[src/rtl/ext_irq_pair.sv]
module ext_irq_pair #(
  parameter int DATA_W     = 16,
  parameter int PRIO_W     = 3,
  parameter int TYPE_W     = 8,
  parameter int SYNC_DEPTH = 2,
  parameter logic [TYPE_W-1:0] TYPE_LO = 8'h0E,
  parameter logic [TYPE_W-1:0] TYPE_HI = 8'h0F
) (
  input  logic              clk,
  input  logic              rst_n,
  input  logic [1:0]        irq_pin_i,
  input  logic              cfg_we_i,
  input  logic [1:0]        cfg_addr_i,
  input  logic [DATA_W-1:0] cfg_wdata_i,
  output logic [DATA_W-1:0] cfg_rdata_o,
  input  logic              ack_valid_i,
  input  logic [TYPE_W-1:0] ack_type_i,
  output logic              req_valid_o,
  output logic [TYPE_W-1:0] req_type_o,
  output logic [PRIO_W-1:0] req_prio_o
);
  localparam int NSRC  = 2;
  localparam int FLD_W = PRIO_W + 2;
  localparam logic [1:0] ADDR_MASK = 2'd2;

  logic [NSRC-1:0]   lvl_mode, msk;
  logic [PRIO_W-1:0] prio [NSRC];
  logic [NSRC-1:0]   s_q, s_d, rise, ack_hit, edge_pend, ack_blk, pending, elig;
  logic [TYPE_W-1:0] src_type [NSRC];
  logic              pick_hi;
  logic              unused_wdata;

  assign src_type[0]  = TYPE_LO;
  assign src_type[1]  = TYPE_HI;
  assign unused_wdata = ^cfg_wdata_i[DATA_W-1:FLD_W];

  for (genvar i = 0; i < NSRC; i++) begin : g_src
    logic [SYNC_DEPTH-1:0] sync_q;

    always_ff @(posedge clk or negedge rst_n)
      if (!rst_n) begin
        sync_q <= '0;
        s_d[i] <= 1'b0;
      end else begin
        sync_q <= {sync_q[SYNC_DEPTH-2:0], irq_pin_i[i]};
        s_d[i] <= sync_q[SYNC_DEPTH-1];
      end

    assign s_q[i]     = sync_q[SYNC_DEPTH-1];
    assign rise[i]    = s_q[i] & ~s_d[i];
    assign ack_hit[i] = ack_valid_i && (ack_type_i == src_type[i]);

    always_ff @(posedge clk or negedge rst_n)
      if (!rst_n) begin
        lvl_mode[i] <= 1'b0;
        prio[i]     <= '1;
      end else if (cfg_we_i && cfg_addr_i == 2'(i)) begin
        lvl_mode[i] <= cfg_wdata_i[PRIO_W+1];
        prio[i]     <= cfg_wdata_i[PRIO_W-1:0];
      end

    always_ff @(posedge clk or negedge rst_n)
      if (!rst_n)
        msk[i] <= 1'b1;
      else if (cfg_we_i && cfg_addr_i == 2'(i))
        msk[i] <= cfg_wdata_i[PRIO_W];
      else if (cfg_we_i && cfg_addr_i == ADDR_MASK)
        msk[i] <= cfg_wdata_i[i];

    always_ff @(posedge clk or negedge rst_n)
      if (!rst_n) begin
        edge_pend[i] <= 1'b0;
        ack_blk[i]   <= 1'b0;
      end else begin
        ack_blk[i] <= ack_hit[i];
        if (lvl_mode[i])     edge_pend[i] <= 1'b0;
        else if (rise[i])    edge_pend[i] <= 1'b1;
        else if (ack_hit[i]) edge_pend[i] <= 1'b0;
      end

    assign pending[i] = lvl_mode[i] ? (s_q[i] & ~ack_blk[i]) : edge_pend[i];
    assign elig[i]    = pending[i] & ~msk[i];

    AST_EDGE_HOLD: assert property (@(posedge clk) disable iff (!rst_n)
      edge_pend[i] && !ack_hit[i] && !lvl_mode[i] |=> edge_pend[i]);

    AST_ACK_CLEARS: assert property (@(posedge clk) disable iff (!rst_n)
      ack_hit[i] && !lvl_mode[i] && !rise[i] |=> !edge_pend[i]);

    AST_LEVEL_REARM: assert property (@(posedge clk) disable iff (!rst_n)
      ack_hit[i] && lvl_mode[i] |=> !(req_valid_o && req_type_o == src_type[i]));

    AST_MASKED_SILENT: assert property (@(posedge clk) disable iff (!rst_n)
      req_valid_o && req_type_o == src_type[i] |-> !msk[i]);
  end

  assign pick_hi     = elig[1] & (~elig[0] | (prio[1] < prio[0]));
  assign req_valid_o = |elig;
  assign req_type_o  = !req_valid_o ? '0 : (pick_hi ? TYPE_HI : TYPE_LO);
  assign req_prio_o  = !req_valid_o ? '0 : (pick_hi ? prio[1] : prio[0]);

  always_comb begin
    cfg_rdata_o = '0;
    case (cfg_addr_i)
      2'd0:      cfg_rdata_o[FLD_W-1:0] = {lvl_mode[0], msk[0], prio[0]};
      2'd1:      cfg_rdata_o[FLD_W-1:0] = {lvl_mode[1], msk[1], prio[1]};
      ADDR_MASK: cfg_rdata_o[NSRC-1:0]  = msk;
      default:   cfg_rdata_o = '0;
    endcase
  end

  AST_PRIO_ORDER: assert property (@(posedge clk) disable iff (!rst_n)
    elig == 2'b11 |-> req_prio_o <= prio[0] && req_prio_o <= prio[1]);

  AST_TYPE_LEGAL: assert property (@(posedge clk) disable iff (!rst_n)
    req_valid_o |-> (req_type_o == TYPE_LO || req_type_o == TYPE_HI));
endmodule

[config.mk]
export PLATFORM = sky130hd
export DESIGN_NAME = ext_irq_pair
export DESIGN_NICKNAME = d
export VERILOG_FILES = /design/src/rtl/ext_irq_pair.sv
export SDC_FILE = /design/constraint.sdc
export NUM_CORES = 1
export LEC_CHECK = 0
export BUFFER_PORTS_ARGS = -buffer_cell sky130_fd_sc_hd__clkbuf_2
export CORE_UTILIZATION = 46
export CTS_BUF_LIST = sky130_fd_sc_hd__clkbuf_8
export CTS_CLUSTER_DIAMETER = 100
export DETAILED_ROUTE_END_ITERATION = 7
export PLACE_DENSITY = 0.86
export SLEW_MARGIN = 20
export SYNTH_ARGS = -nofsm -noshare
export SYNTH_HDL_FRONTEND = slang
export SYNTH_SLANG_ARGS = --single-unit
[constraint.sdc]
create_clock -name clk -period 1.96 [get_ports clk]
set_input_delay 0.294 -clock clk [delete_from_list [all_inputs] [get_ports clk]]
set_output_delay 0.294 -clock clk [all_outputs]
set_load 0.05 [all_outputs]
==> reports/summary.txt <==
hpwl dp: 1.784 mm
fmax: 427.2 MHz
fin crit period: 2.341 ns
num rows: 17
Area contributors post-synth: dfrtp_1 (27%), dfstp_2 (19%), buf_4 (13%)
htree depth: 1
Iteration-0 DRC Markers: 31
Clk pin slew, worst setup/hold paths: 0.07 ns
Ys Warns: 0
Final Setup Violations: 4
post-synthesis register bit count: 20
reg-to-reg startpoint: msk[1]$_DFFE_PN1P_
WL final: 2.947 mm
mux contribution to synthesized area: 11.18%
CP Launch Point: prio[5]$_DFFE_PN1P_
dpl cell area: 1326 sq um
RSZ-0062 raised after global routing: true
simple logic cell fraction of the synthesized area: 15.61%
GRT Total Usage: 23.95%
status: finished with violations
Fin Hold WS: 0.1344 ns
largest family of logic cells by synthesized area: simple AND/OR/NAND/NOR gates
Core ar.: 2255 sq um
Critical Path RT: 1.67 ns
worst-path maximum fanout: 3
Area Overhead vs Synth: 35.10%
violated checks: setup timing
commonest non-fill, non-tap cell in the layout: clkbuf_2
Die ar.: 2658 sq um
Overflow after GRT: 0
kind of end point of the critical path: output port
Post-synth EDFFs: 0
setup ws final: -0.3809 ns
clk_lat worst skew: 0.26 ns
VDD IR max: 0.8514 mV
Mapped Area: 1130 sq um
Clock Tree Buf Depth: 2
Avg Vias per Cell: 5.366
max-slew violations: 0
Fin Setup TNS: -1.324 ns
Synth Flop Type: dfrtp_1
async set-reset flop share out of synthesis: 100.0%
Pleak: 0.7452 nW
CTS tree: yes
Final Hold Viols: 0
power per cell area: 1132 nW/um^2
WS Path Type: flip-flop to output port
Port Buf Inserts: 33
GPL Wtd Cong: 0.8169
Hold Crit Class: primary input to flip-flop
Final Cell Area: 1526 sq um
MaxCap Viol Count: 0
XOR/XNOR Fraction of Synth Area: 0%
largest net degree at the start of global routing: 21
Synth area leader: dfrtp_1
total number of vias: 939
remaining antenna violation count: 0
area share of the largest cell type after synthesis: 26.58%
Remaining DRCs: 0
vias in the first global route: 906
initial antenna violation count: 0
share of layout cells above drive strength 1: 45.58%
hold_sp: irq_pin_i[0]
sequential area share after synthesis: 45.18%
Pre-antenna DRT Iters: 4
Yosys cell types: 28
CTS Buf Count: 3
most frequent cells in the layout: clkbuf_2 (25), conb_1 (15), dfrtp_1 (12)
Die X: 51.56 microns
compound-gate portion of the synthesized area: 11.18%
Syn Area/Cell: 10.46 sq um
Syn Inst Count: 108
fin crit share: 119.4%
clk_skew: 0.002072 ns
number of inserted diodes: 0
CTS root buffer: clkbuf_8
I/O pin total: 60
wire length per cell: 16.84 microns
nets@finish: 182
first-pass GRT wire length: 4.340 mm
Synth Area in Adders: 2.215%
Starting Density: 50.11%
total power: 1.728 mW
clock sink count: 20
Critical Path AT: 2.05 ns
CP Launch Type: flip-flop
Die Ht: 51.56 microns
R2R Setup Slk: 0.83 ns
state kept, by name, indices dropped and copies added, names as in the netlist:
register / flops
g_src.sync_q: 4
lvl_mode: 2
edge_pend: 2
s_d: 2
msk: 2
ack_blk: 2
prio: 6
worst paths after layout:
kind	endpoint	cells past startpoint
worst max-delay path	req_prio_o[1]	7
worst min-delay path	g_src[0].sync_q[0]$_DFF_PN0_	1
worst max register to register	msk[1]$_DFFE_PN1P_	4
worst min register to register	g_src[1].sync_q[1]$_DFF_PN0_	0
max in group asynchronous	prio[1]$_DFFE_PN1P_	2
min in group asynchronous	ack_blk[1]$_DFF_PN0_	2
worst max-delay path: stages, from the launching register on:
cell and delay, ns:
dfstp_2 0.54, inv_2 0.05, ha_4 0.22, a21o_1 0.20, a31oi_4 0.22, a21oi_4 0.11
a22o_4 0.28, clkbuf_16 0.17
where the power goes:
group | total [mW] | switching, mW | leakage (nW) | internal [mW]
Sequential | 0.545 | 0.0583 | 0.231 | 0.486
Clock | 0.410 | 0.137 | 0.0357 | 0.273
Combinational | 0.773 | 0.483 | 0.479 | 0.290
per-stage QoR:
| step | cells | util, % | setup slack [ns] |
|---|---|---|---|
| finish | 175 | 67.70 | -0.3809 |
| floorplan | 122 | - | 0.01522 |
| CTS | 174 | 66.65 | -0.3581 |
| detailed placement | 168 | 58.82 | -0.1594 |
| global placement | 168 | 58.82 | -0.09113 |
| global route | 175 | 67.70 | -0.4141 |
synthesized netlist by cell type (2+ instances only):
master	number
mux2_2	4
buf_4	20
a22o_1	3
o21ai_0	8
ha_1	2
nor2_1	6
nand3b_1	2
nand2_1	8
dfstp_2	8
inv_1	3
dfrtp_1	12
nor2b_1	2
mux2i_1	7
nand2b_1	6
a31oi_1	2
a21o_1	2
a21oi_1	2
per-layer routing:
layer,global-route usage (%),wire length (microns),up-vias
met5,0,0,-
met4,15.32,173,0
met3,5.556,263,17
met2,41.77,1504,70
met1,25.81,1006,441
li1,-,-,411
kinds of logic (layout without fill, tap and decap cells):
kind of cell,count (synthesis),count (layout)
adders and majority gates,2,2
DFF,20,20
buffers and inverters,23,48
other,1,15
and+or+nand+nor,30,30
AOI/OAI and AO/OA,20,20
muxes,12,12
repair_timing:
item                                   4_1_cts  5_1_grt
setup buffers                                1        1
endpoints found under the hold margin       11        0
hold buffers                                 1        0
setup endpoints to repair                    4        8
pin swaps                                    3        0
resized for setup                           14       12
final cells by class:
| type | instances | area (sq um) |
|---|---|---|
| clock inverter | 1 | 30.03 |
| multi-input combinational | 79 | 590.6 |
| timing repair buffer | 41 | 307.8 |
| tap | 28 | 35.03 |
| fill | 167 | 728.2 |
| inverter | 3 | 11.26 |
| sequential | 20 | 510.5 |
| clock buffer | 3 | 41.29 |
Note: power is estimated with default switching activity, not from simulation.
